===== src/rtl/evt_log_pkg.sv =====
package evt_log_pkg;

    typedef struct packed {
        logic run_on_bat;
        logic det_en;
    } evt_cfg_t;

endpackage


===== src/rtl/evt_sync.sv =====
module evt_sync #(
    parameter int STAGES = 2
) (
    input  logic clk,
    input  logic rst_n,
    input  logic din,
    output logic dout
);
    logic [STAGES-1:0] sh_d, sh_q;

    always_comb begin
        sh_d = {sh_q[STAGES-2:0], din};
    end

    always_ff @(posedge clk or negedge rst_n) begin
        if (!rst_n) sh_q <= '0;
        else        sh_q <= sh_d;
    end

    assign dout = sh_q[STAGES-1];
endmodule


===== src/rtl/evt_ring.sv =====
module evt_ring #(
    parameter int TS_W  = 48,
    parameter int DEPTH = 3,
    localparam int PTR_W = (DEPTH > 1) ? $clog2(DEPTH) : 1,
    localparam int CNT_W = $clog2(DEPTH + 1)
) (
    input  logic             clk,
    input  logic             rst_n,
    input  logic             flush,
    input  logic             push,
    input  logic [TS_W-1:0]  push_data,
    input  logic [CNT_W-1:0] rd_idx,
    output logic [TS_W-1:0]  rd_data,
    output logic [CNT_W-1:0] count
);
    typedef struct packed {
        logic [DEPTH-1:0][TS_W-1:0] mem;
        logic [PTR_W-1:0]           ptr;
        logic [CNT_W-1:0]           cnt;
    } ring_t;

    ring_t r_d, r_q;
    int    slot;

    always_comb begin
        r_d = r_q;
        if (flush) begin
            r_d.cnt = '0;
            r_d.ptr = '0;
        end
        if (push) begin
            r_d.mem[r_d.ptr] = push_data;
            r_d.ptr = (r_d.ptr == PTR_W'(DEPTH - 1)) ? '0 : r_d.ptr + 1'b1;
            if (r_d.cnt != CNT_W'(DEPTH)) r_d.cnt = r_d.cnt + 1'b1;
        end
    end

    always_comb begin
        slot    = (int'(r_q.ptr) + DEPTH - 1 - int'(rd_idx)) % DEPTH;
        rd_data = '0;
        if (rd_idx < r_q.cnt) rd_data = r_q.mem[PTR_W'(slot)];
    end

    always_ff @(posedge clk or negedge rst_n) begin
        if (!rst_n) r_q <= '0;
        else        r_q <= r_d;
    end

    assign count = r_q.cnt;
endmodule


===== src/rtl/evt_stamp_log.sv =====
module evt_stamp_log
    import evt_log_pkg::*;
#(
    parameter int TS_W        = 48,
    parameter int DEPTH       = 3,
    parameter int SYNC_STAGES = 2,
    localparam int RD_W  = $clog2(DEPTH + 1),
    localparam int CNT_W = $clog2(DEPTH + 1)
) (
    input  logic             clk,
    input  logic             rst_n,
    input  logic             evt_pin,
    input  logic [TS_W-1:0]  time_now,
    input  logic             on_battery,
    input  logic             cfg_wr,
    input  logic [1:0]       cfg_wdata,
    input  logic             status_clr,
    input  logic             first_clr,
    input  logic [RD_W-1:0]  rd_sel,
    output logic             evt_n,
    output logic             evt_status,
    output logic             first_valid,
    output logic [CNT_W-1:0] hist_count,
    output logic [TS_W-1:0]  rd_data
);
    typedef struct packed {
        evt_cfg_t        cfg;
        logic            prev;
        logic            status;
        logic            first_vld;
        logic [TS_W-1:0] first_ts;
    } log_st_t;

    log_st_t         st_d, st_q;
    logic            pin_s;
    logic            gate_open;
    logic            evt_fire;
    logic            take_first;
    logic            hist_push;
    logic [TS_W-1:0] ring_rd;

    evt_sync #(.STAGES(SYNC_STAGES)) u_sync (
        .clk  (clk),
        .rst_n(rst_n),
        .din  (evt_pin),
        .dout (pin_s)
    );

    always_comb begin
        st_d       = st_q;
        st_d.prev  = pin_s;
        gate_open  = st_q.cfg.det_en && (!on_battery || st_q.cfg.run_on_bat);
        evt_fire   = gate_open && pin_s && !st_q.prev;
        take_first = evt_fire && (!st_q.first_vld || first_clr);
        hist_push  = evt_fire && !take_first;

        if (cfg_wr) begin
            st_d.cfg.det_en     = cfg_wdata[0];
            st_d.cfg.run_on_bat = cfg_wdata[1];
        end
        if (status_clr) st_d.status = 1'b0;
        if (first_clr) begin
            st_d.first_vld = 1'b0;
            st_d.first_ts  = '0;
        end
        if (evt_fire) st_d.status = 1'b1;
        if (take_first) begin
            st_d.first_vld = 1'b1;
            st_d.first_ts  = time_now;
        end
    end

    always_ff @(posedge clk or negedge rst_n) begin
        if (!rst_n) st_q <= '0;
        else        st_q <= st_d;
    end

    evt_ring #(.TS_W(TS_W), .DEPTH(DEPTH)) u_ring (
        .clk      (clk),
        .rst_n    (rst_n),
        .flush    (first_clr),
        .push     (hist_push),
        .push_data(time_now),
        .rd_idx   (rd_sel),
        .rd_data  (ring_rd),
        .count    (hist_count)
    );

    always_comb begin
        if (rd_sel == RD_W'(DEPTH)) rd_data = st_q.first_vld ? st_q.first_ts : '0;
        else                        rd_data = ring_rd;
    end

    assign evt_status  = st_q.status;
    assign evt_n       = ~st_q.status;
    assign first_valid = st_q.first_vld;
endmodule


===== config.mk =====
export PLATFORM = sky130hd
export DESIGN_NAME = evt_stamp_log
export DESIGN_NICKNAME = d
export VERILOG_FILES = /design/src/rtl/evt_log_pkg.sv /design/src/rtl/evt_sync.sv /design/src/rtl/evt_ring.sv /design/src/rtl/evt_stamp_log.sv
export SDC_FILE = /design/constraint.sdc
export NUM_CORES = 1
export LEC_CHECK = 0
export CORE_AREA = 4 4 172 174
export CTS_CLUSTER_DIAMETER = 50
export CTS_CLUSTER_SIZE = 14
export DETAILED_ROUTE_END_ITERATION = 8
export DIE_AREA = 0 0 176 178
export GPL_TIMING_DRIVEN = 1
export PLACE_DENSITY = 0.58
export SLEW_MARGIN = 5
export SYNTH_ARGS = -nofsm -noshare
export SYNTH_HDL_FRONTEND = slang
export SYNTH_HIERARCHICAL = 1
export SYNTH_SLANG_ARGS = --single-unit

===== constraint.sdc =====
create_clock -name clk -period 14.9 [get_ports clk]
set_input_delay 2.235 -clock clk [delete_from_list [all_inputs] [get_ports clk]]
set_output_delay 2.235 -clock clk [all_outputs]
set_load 0.03 [all_outputs]

Word level (Yosys, flattened, before mapping)
Index checks and enable logic that the tools add are counted.
{"block": "totals", "input_bits": 59, "register_bits": 203, "elab_cells": 57, "out_inout_bits": 53}
{"block": "classes", "div_mod_pow": 1, "n_reduce_logical": 14, "bitwise": 1, "mux": 17, "n_addsub": 5, "magnitude_cmp": 4, "eq_ne": 3}
{"cell": "48-bit two-way mux", "count": 6}
{"cell": "144-bit bitwise mux", "count": 1}
{"cell": "49-bit two-way mux", "count": 2}
{"cell": "48-bit binary-select mux with 2-bit select", "count": 1}
{"cell": "48-bit demux with 2-bit select", "count": 1}
{"cell": "32-bit by 3-bit modulo with 32-bit output, second input constant", "count": 1}
{"cell": "32-bit by 2-bit subtractor with 32-bit output, second input constant", "count": 1}
{"cell": "32-bit by 3-bit subtractor with 32-bit output", "count": 1}
{"cell": "4-bit two-way mux", "count": 2}
{"cell": "1-bit logical AND", "count": 6}
{"cell": "2-bit by 1-bit adder with 2-bit output, second input constant", "count": 2}
{"cell": "2-bit == test, second input constant", "count": 2}
{"cell": "1-bit logical NOT", "count": 4}
{"cell": "2-bit by 4-bit less-than comparator with 1-bit output, second input constant", "count": 1}
{"cell": "2-bit two-way mux", "count": 2}
{"cell": "2-bit nonzero test", "count": 2}
{"cell": "2-bit by 2-bit adder with 3-bit output, second input constant", "count": 1}
{"cell": "2-bit by 3-bit less-than comparator with 1-bit output, second input constant", "count": 1}
{"cell": "2-bit by 1-bit greater-or-equal comparator with 1-bit output, second input constant", "count": 1}
{"cell": "1-bit logical OR", "count": 2}
{"cell": "2-bit less-than comparator", "count": 1}
{"cell": "1-bit two-way mux", "count": 2}
{"cell": "2-bit inequality test, second input constant", "count": 1}
{"cell": "1-bit NOT", "count": 1}

Logic depth before layout (Yosys ltp)
Gate-level depths: netlist of run 1.
{"block": "depth", "ltp_word": 9, "ltp_mapped": 24, "mapped_depth_nobuf": 19}

Cells and area by module
Netlist of run 1, hierarchy kept.
{"module": "evt_ring", "cells_each": 782, "n_inst": 1, "seq_area_each_um2": 3703.6, "area_each_um2": 8398.1}
{"module": "evt_stamp_log", "cells_each": 284, "n_inst": 1, "seq_area_each_um2": 1326.3, "area_each_um2": 2580.0}
{"module": "evt_sync", "cells_each": 2, "n_inst": 1, "seq_area_each_um2": 50.0, "area_each_um2": 50.0}

Worst setup path after synthesis of run 1
OpenSTA, ideal clock, no wires.
{"block": "synth_path", "path_type": "input -> output", "startpoint": "input rd_sel[0]", "endpoint": "output rd_data[27]", "n_path_buf": 4, "t_arrival_ns": 6.928, "required_time_ns": 12.665, "path_stages": 21, "path_slack_ns": 5.737, "path_cell_list": "ha_1 > fa_1 > ha_1 > and3_1 > o22ai_1 > a41oi_2 > ha_1 > a31o_1 > a2111o_1 > o21a_1 > inv_2 > clkbuf_1 > ha_1 > clkbuf_1 > a21boi_0 > mux4_2 > buf_6 > buf_6 > a32o_1 > nand2_1 > o21ai_0"}
{"block": "synth_via", "elab_chain_cells": 7, "elab_cells_between_ends": 9, "classes_between": "1 x add/sub; 1 x div; 1 x order compare; 1 x eq/ne; 5 x mux"}
{"element": "start: declaration", "line": "evt_stamp_log.sv:19", "rtl": "input logic [RD_W-1:0] rd_sel,"}
{"element": "32-bit by 3-bit subtractor with 32-bit output", "line": "evt_ring.sv:39", "rtl": "slot = (int'(r_q.ptr) + DEPTH - 1 - int'(rd_idx)) % DEPTH;"}
{"element": "32-bit by 3-bit modulo with 32-bit output", "line": "evt_ring.sv:39"}
{"element": "48-bit binary-select mux with 2-bit select", "line": "evt_ring.sv:41", "rtl": "if (rd_idx < r_q.cnt) rd_data = r_q.mem[PTR_W'(slot)];"}
{"element": "48-bit two-way mux (not written as such) (2 in series)", "line": "evt_ring.sv:41"}
{"element": "48-bit two-way mux *", "line": "evt_ring.sv:41"}
{"element": "named net ring_rd[27]", "line": "evt_stamp_log.sv:40", "rtl": "logic [TS_W-1:0] ring_rd;"}
{"element": "48-bit two-way mux *", "line": "evt_stamp_log.sv:90", "rtl": "if (rd_sel == RD_W'(DEPTH)) rd_data = st_q.first_vld ? st_q.first_ts : '0;"}
{"element": "end: declaration", "line": "evt_stamp_log.sv:24", "rtl": "output logic [TS_W-1:0] rd_data"}
The timed path passes the listed nets; every way through them passes the cells marked *. The select of a mux whose other input is x is not followed.

Worst setup path after layout of run 1
{"block": "layout_path", "startpoint": "input rd_sel[0]", "endpoint": "output rd_data[0]"}
The elaborated chain is that of the path after synthesis.

==> results of run 1 <==
[cell usage after synthesis (9+ instances only)]
library cell	n	area, µm²
nand4_1	97	607
buf_2	10	50.1
inv_1	9	33.8
a32o_1	48	480
buf_1	21	78.8
a21oi_1	9	45.0
a22o_1	96	841
nand2_1	148	556
nand2b_1	51	319
o21ai_0	49	245
mux2_2	148	1670
clkbuf_1	70	263
dfrtp_1	203	5080
nand3_1	51	255
[path summary, 6_finish.rpt]
check                      cells past startpoint              end
max                                           20       rd_data[0]
min                                            0   u_sync/sh_q[1]
max reg2reg                                    6  u_ring/r_q[105]
min reg2reg                                    0   u_sync/sh_q[1]
max in group asynchronous                      3   u_ring/r_q[11]
min in group asynchronous                      1   u_ring/r_q[64]
[kinds of logic after synthesis]
family | Yosys count | synth area share [%]
and+or+nand+nor | 368 | 17.0
AOI/OAI and AO/OA | 217 | 15.7
DFF | 203 | 46.1
muxes | 151 | 15.5
buffers and inverters | 121 | 4.74
adders and majority gates | 8 | 0.976
[layer usage]
metal	up-vias	wire length (µm)	track usage (%)
met2	234	13600	30.1
met4	0	759	5.17
li1	4088	-	-
met1	4462	13800	26.3
met5	-	0	0
met3	52	1230	2.37
[final cells by class]
type	count	share of cell area, %
Antenna cell	1	0.0189
Timing Repair Buffer	126	9.26
Tap cell	378	3.57
Clock buffer	31	5.53
Clock inverter	20	1.50
Inverter	10	0.283
Sequential cell	203	38.3
Multi-Input combinational cell	744	41.5
[state kept, by name, summed over array words and instances, names as in the netlist]
register and flops:
evt_status 1, st_q 51, u_sync/sh_q 2, first_valid 1, u_ring/count 2, u_ring/r_q 146
[power breakdown]
part	leakage [nW]	switching, mW	internal [mW]	total (mW)
logic	2.56	0.206	0.110	0.316
registers	2.78	0.0281	0.587	0.615
clock network	0.452	0.274	0.384	0.658
[stage by stage]
stage          utilization [%]  worst slack [ps]  power, mW
4_1_cts                   47.7              2660       1.61
3_3_place_gp              44.4              2780      0.934
2_1_floorplan                -              5740      0.837
6_report                  47.7              2580       1.59
3_5_place_dp              44.4              2670      0.939
5_1_grt                   47.7              2090       1.67
==> run_results.csv, run 1 <==
group,metric,value,unit
run_status,status,"finished clean",
cts,insertion_delay,540,ps
cts,cts_setup_buffers,0,
die,die_w,176,µm
grt,grt_start_max_net_pins,121,
final_layout,nFillCells,2558,
detailed_routing,wl,29.4,mm
logic_synthesis,syn_avg_cell_area,10.3,µm²
setup_path,critPathMaxStageDelay,1010,ps
sta,worstMarginPinSlew,1190,ps
detailed_routing,first_iter_violations,764,
setup_path,reg2reg_slack,11530,ps
logic_synthesis,ys.flop_type,"dfrtp_1",
sta,fin_skew,16.8,ps
flow_run,maxCapViolCount,0,
sta,final-hold-violation-count,0,
sta,setup_viol,0,
cts,clk_pin_slew_worst_paths,60,ps
cts,cts_buffers,29,
cts,ctsLongestPathBuffers,3,
final_layout,final_cell_area,13300,µm²
setup_path,startpoint_type,"input pin",
logic_synthesis,ys_warn_count,6,
grt,grt_overflow,0,
placement,dp.cells,1461,
sta,slew_headroom,20.6,%
placement,hpwlAfterDp,16.6,mm
sta,whs,345,ps
cts,clock-root-buffer,"clkbuf_16",
detailed_routing,drc_errors,0,
logic_synthesis,synth-edff-count,0,
detailed_routing,postRouteAntennaNets,0,
placement,place_area,12300,µm²
die,die_area,31300,µm²
cts,cts_tree,"yes",
setup_path,required,12660,ps
setup_path,cp.arrival,10090,ps
setup_path,path_buf_inv,4,
final_layout,layout.nets,1181,
final_layout,final-seq-area,5080,µm²
pwr,p_leak,5.79,nW
setup_path,path_common_cell,"ha_1",
logic_synthesis,synth_seq_area_share,46.1,%
detailed_routing,vias,8836,
setup_path,path_max_fanout,98,
final_layout,drive_above_1_share,20.5,%
logic_synthesis,yosys_register_bits,203,
final_layout,multiInputGateArea,5510,µm²
detailed_routing,dr.pass1.iters,7,
sta,rsz0062_at_grt,"false",
setup_path,critPathTopFamily,"buffers and inverters",
logic_synthesis,synthArstFlopShare,100,%
sta,period_share,82.7,%
cts,holdBufCountCts,0,
placement,io_buffers,111,
cts,cts_sinks,203,
logic_synthesis,synth_cell_types,45,
die,initial_core_util,39.7,%
detailed_routing,viasPerCell,5.84,
logic_synthesis,netlist_instances,1068,
pwr,peakVddDrop,0.0725,mV
pwr,power.density,120,nW/µm²
sta,fin_setup_tns,0,ps
final_layout,final_common_cell,"dfrtp_1",
die,rows,61,
placement,gp_congestion,0.741,
final_layout,area_delta_synth_final,20.3,%
die,dieHeight,178,µm
logic_synthesis,synth.cell_area,11000,µm²
sta,maxSlewViolCount,0,
logic_synthesis,syn_nets,1135,
sta,min_period,12320,ps
setup_path,crit_chain,"clkdlybuf4s50_1 > ha_1 > fa_1 > ha_1 > and3_1 > o22ai_1 > a41oi_2 > ha_1 > a31o_1 > a2111o_1 > o21a_2 > buf_4 > inv_2 > ha_4 > a21boi_0 > mux4_2 > a32o_1 > nand2_1 > o21ai_0 > clkdlybuf4s50_1",
setup_path,slowest_stage,"mux4_2",
grt,grt.total_usage,18.5,%
detailed_routing,wl_per_cell,19.4,µm
setup_path,critPathKind,"input pin to output pin",
grt,grt_pass1_vias,8782,
cts,cts.htree.levels,1,
die,coreArea,27800,µm²
min_path,min_from,"u_sync/sh_q[0]",
grt,grt_pass1_wl,47.8,mm
min_path,hp-class,"flop to flop",
final_layout,stdcell_count,1513,
die,ios,112,
final_layout,layout_common_cells,"dfrtp_1 (202), mux2_2 (148), nand2_1 (147), clkdlybuf4s50_1 (110), nand4_1 (97)",
setup_path,endpoint_kind,"output pin",
grt,grt_antenna_before_repair,0,
cts,cts_resized,0,
sta,fmax,81.1,MHz
setup_path,regToRegStartpoint,"first_valid",
setup_path,critPathLaunch,"rd_sel[0]",
Note: power is estimated with default switching activity, not from simulation.
==> run 2, diff against run 1 <==
--- a/config.mk
+++ b/config.mk
@@ -11,7 +11,7 @@
 export DETAILED_ROUTE_END_ITERATION = 8
 export DIE_AREA = 0 0 176 178
 export GPL_TIMING_DRIVEN = 1
-export PLACE_DENSITY = 0.58
+export PLACE_DENSITY = 0.6
 export SLEW_MARGIN = 5
 export SYNTH_ARGS = -nofsm -noshare
 export SYNTH_HDL_FRONTEND = slang
==> constraint.sdc (replaced) <==
create_clock -name clk -period 11.3 [get_ports clk]
set_input_delay 1.695 -clock clk [delete_from_list [all_inputs] [get_ports clk]]
set_output_delay 1.695 -clock clk [all_outputs]
set_load 0.03 [all_outputs]
==> run_results.csv, run 2 (synthesized netlist as in run 1, its figures left out) <==
group,metric,value,unit
grt,grt_pass1_wl,48.3,mm
sta,min_period,9720,ps
grt,grt_antenna_before_repair,1,
final_layout,layout_common_cells,"dfrtp_1 (202), mux2_2 (148), nand2_1 (147), clkdlybuf4s50_1 (110), nand4_1 (97)",
placement,hpwlAfterDp,16.6,mm
die,dieHeight,178,µm
die,ios,112,
final_layout,largest_register_ffs,146,
final_layout,layout.nets,1185,
min_path,hp-class,"flop to flop",
cts,cts.htree.levels,1,
die,die_w,176,µm
setup_path,reg2reg_slack,7920,ps
cts,cts_buffers,30,
cts,insertion_delay,550,ps
setup_path,critPathKind,"input pin to output pin",
setup_path,timing.rr.end,"u_ring/r_q[75]",
final_layout,n_antenna_cell,0,
cts,holdBufCountCts,0,
min_path,hold_end,"u_sync/sh_q[1]",
grt,grt_overflow,0,
die,initial_core_util,39.7,%
setup_path,endpoint_kind,"output pin",
detailed_routing,postRouteAntennaNets,0,
die,coreArea,27800,µm²
setup_path,path_max_fanout,51,
cts,cts_setup_buffers,0,
sta,period_share,86.0,%
detailed_routing,dr.pass1.iters,5,
grt,grt_pass1_vias,8923,
run_status,status,"finished clean",
detailed_routing,vias,8857,
pwr,p_leak,5.91,nW
setup_path,regToRegStartpoint,"first_valid",
cts,cts_sinks,203,
detailed_routing,first_iter_violations,744,
detailed_routing,drc_errors,0,
placement,gp_congestion,0.738,
detailed_routing,wl,29.5,mm
sta,maxSlewViolCount,0,
pwr,peakVddDrop,0.104,mV
min_path,worst_hold_path.num_cells,0,
final_layout,drive_above_1_share,21.2,%
final_layout,area_delta_synth_final,22.1,%
die,die_area,31300,µm²
cts,cts_resized,0,
cts,clk_pin_slew_worst_paths,60,ps
cts,cts_tree,"yes",
detailed_routing,wl_per_cell,19.4,µm
cts,clock-root-buffer,"clkbuf_16",
sta,rsz0062_at_grt,"false",
sta,fin_skew,9.56,ps
final_layout,max_flop_register,"u_ring/r_q",
sta,slew_headroom,30.1,%
grt,grt_start_max_net_pins,97,
setup_path,required,9610,ps
grt,grt.total_usage,18.7,%
sta,fin_setup_tns,0,ps
final_layout,final_cell_area,13500,µm²
sta,setup_viol,0,
flow_run,maxCapViolCount,0,
sta,worstMarginPinSlew,1050,ps
setup_path,r2r_cells,6,
sta,final-hold-violation-count,0,
min_path,min_from,"u_sync/sh_q[0]",
placement,place_area,12300,µm²
die,rows,61,
setup_path,cp.arrival,8020,ps
final_layout,final_common_cell,"dfrtp_1",
detailed_routing,viasPerCell,5.83,
cts,ctsLongestPathBuffers,3,
setup_path,startpoint_type,"input pin",
pwr,power.density,169,nW/µm²
final_layout,top_regs,"u_ring/r_q: 146 flops, st_q: 51 flops",
placement,io_buffers,111,
sta,fmax,103,MHz
run 2: where the power goes:
group,total [mW],leakage [nW],internal (mW),switching (mW)
Combinational,0.418,2.57,0.147,0.271
Sequential,0.812,2.78,0.774,0.0378
Clock,1.04,0.560,0.668,0.372
run 2: worst max path at each step:
stage,startpoint,endpoint,slack (ps),cells after the start
2_1_floorplan,rd_sel[0],rd_data[27],3220,21
3_3_place_gp,rd_sel[0],rd_data[12],1840,20
3_5_place_dp,rd_sel[0],rd_data[3],1700,20
4_1_cts,rd_sel[0],rd_data[13],1650,20
5_1_grt,rd_sel[0],rd_data[16],1120,20
6_report,rd_sel[0],rd_data[16],1580,20
run 2: layout make-up:
type / instances / area (µm²)
Clock inverter: 21 / 308
Inverter: 10 / 37.5
Sequential cell: 203 / 5080
Timing Repair Buffer: 129 / 1250
Tap cell: 378 / 473
Clock buffer: 35 / 821
Multi-Input combinational cell: 744 / 5500
Fill cell: 2580 / 14300
run 2: through the flow:
step                worst slack [ps]  hold WS, ps  cells  total power [mW]  utilization, %
global route                    1120          348   1520              2.37            48.5
floorplan                       3220          331   1068              1.10               -
global placement                1840          336   1464              1.23            44.4
finish                          1580          344   1520              2.27            48.5
detailed placement              1700          337   1464              1.24            44.4
CTS                             1650          348   1520              2.29            48.5
run 2: worst max-delay path: stages:
cell and delay [ps]:
clkdlybuf4s50_1 560, ha_1 330, fa_1 560, ha_1 300
and3_1 170, o22ai_1 150, a41oi_2 100, ha_1 320
a31o_1 220, a2111o_1 340, o21a_2 210, inv_2 50
ha_2 670, a21boi_0 340, mux4_2 280, buf_4 500
a32o_1 310, nand2_1 70, o21ai_0 100, clkdlybuf4s50_1 700
run 2: metal layers:
metal	up-vias	GRT usage [%]	share of wire [%]
met4	2	4.97	1.9
met5	-	0	0.024
li1	4086	-	-
met1	4509	25.2	45
met2	214	31.6	48
met3	46	2.95	5.0
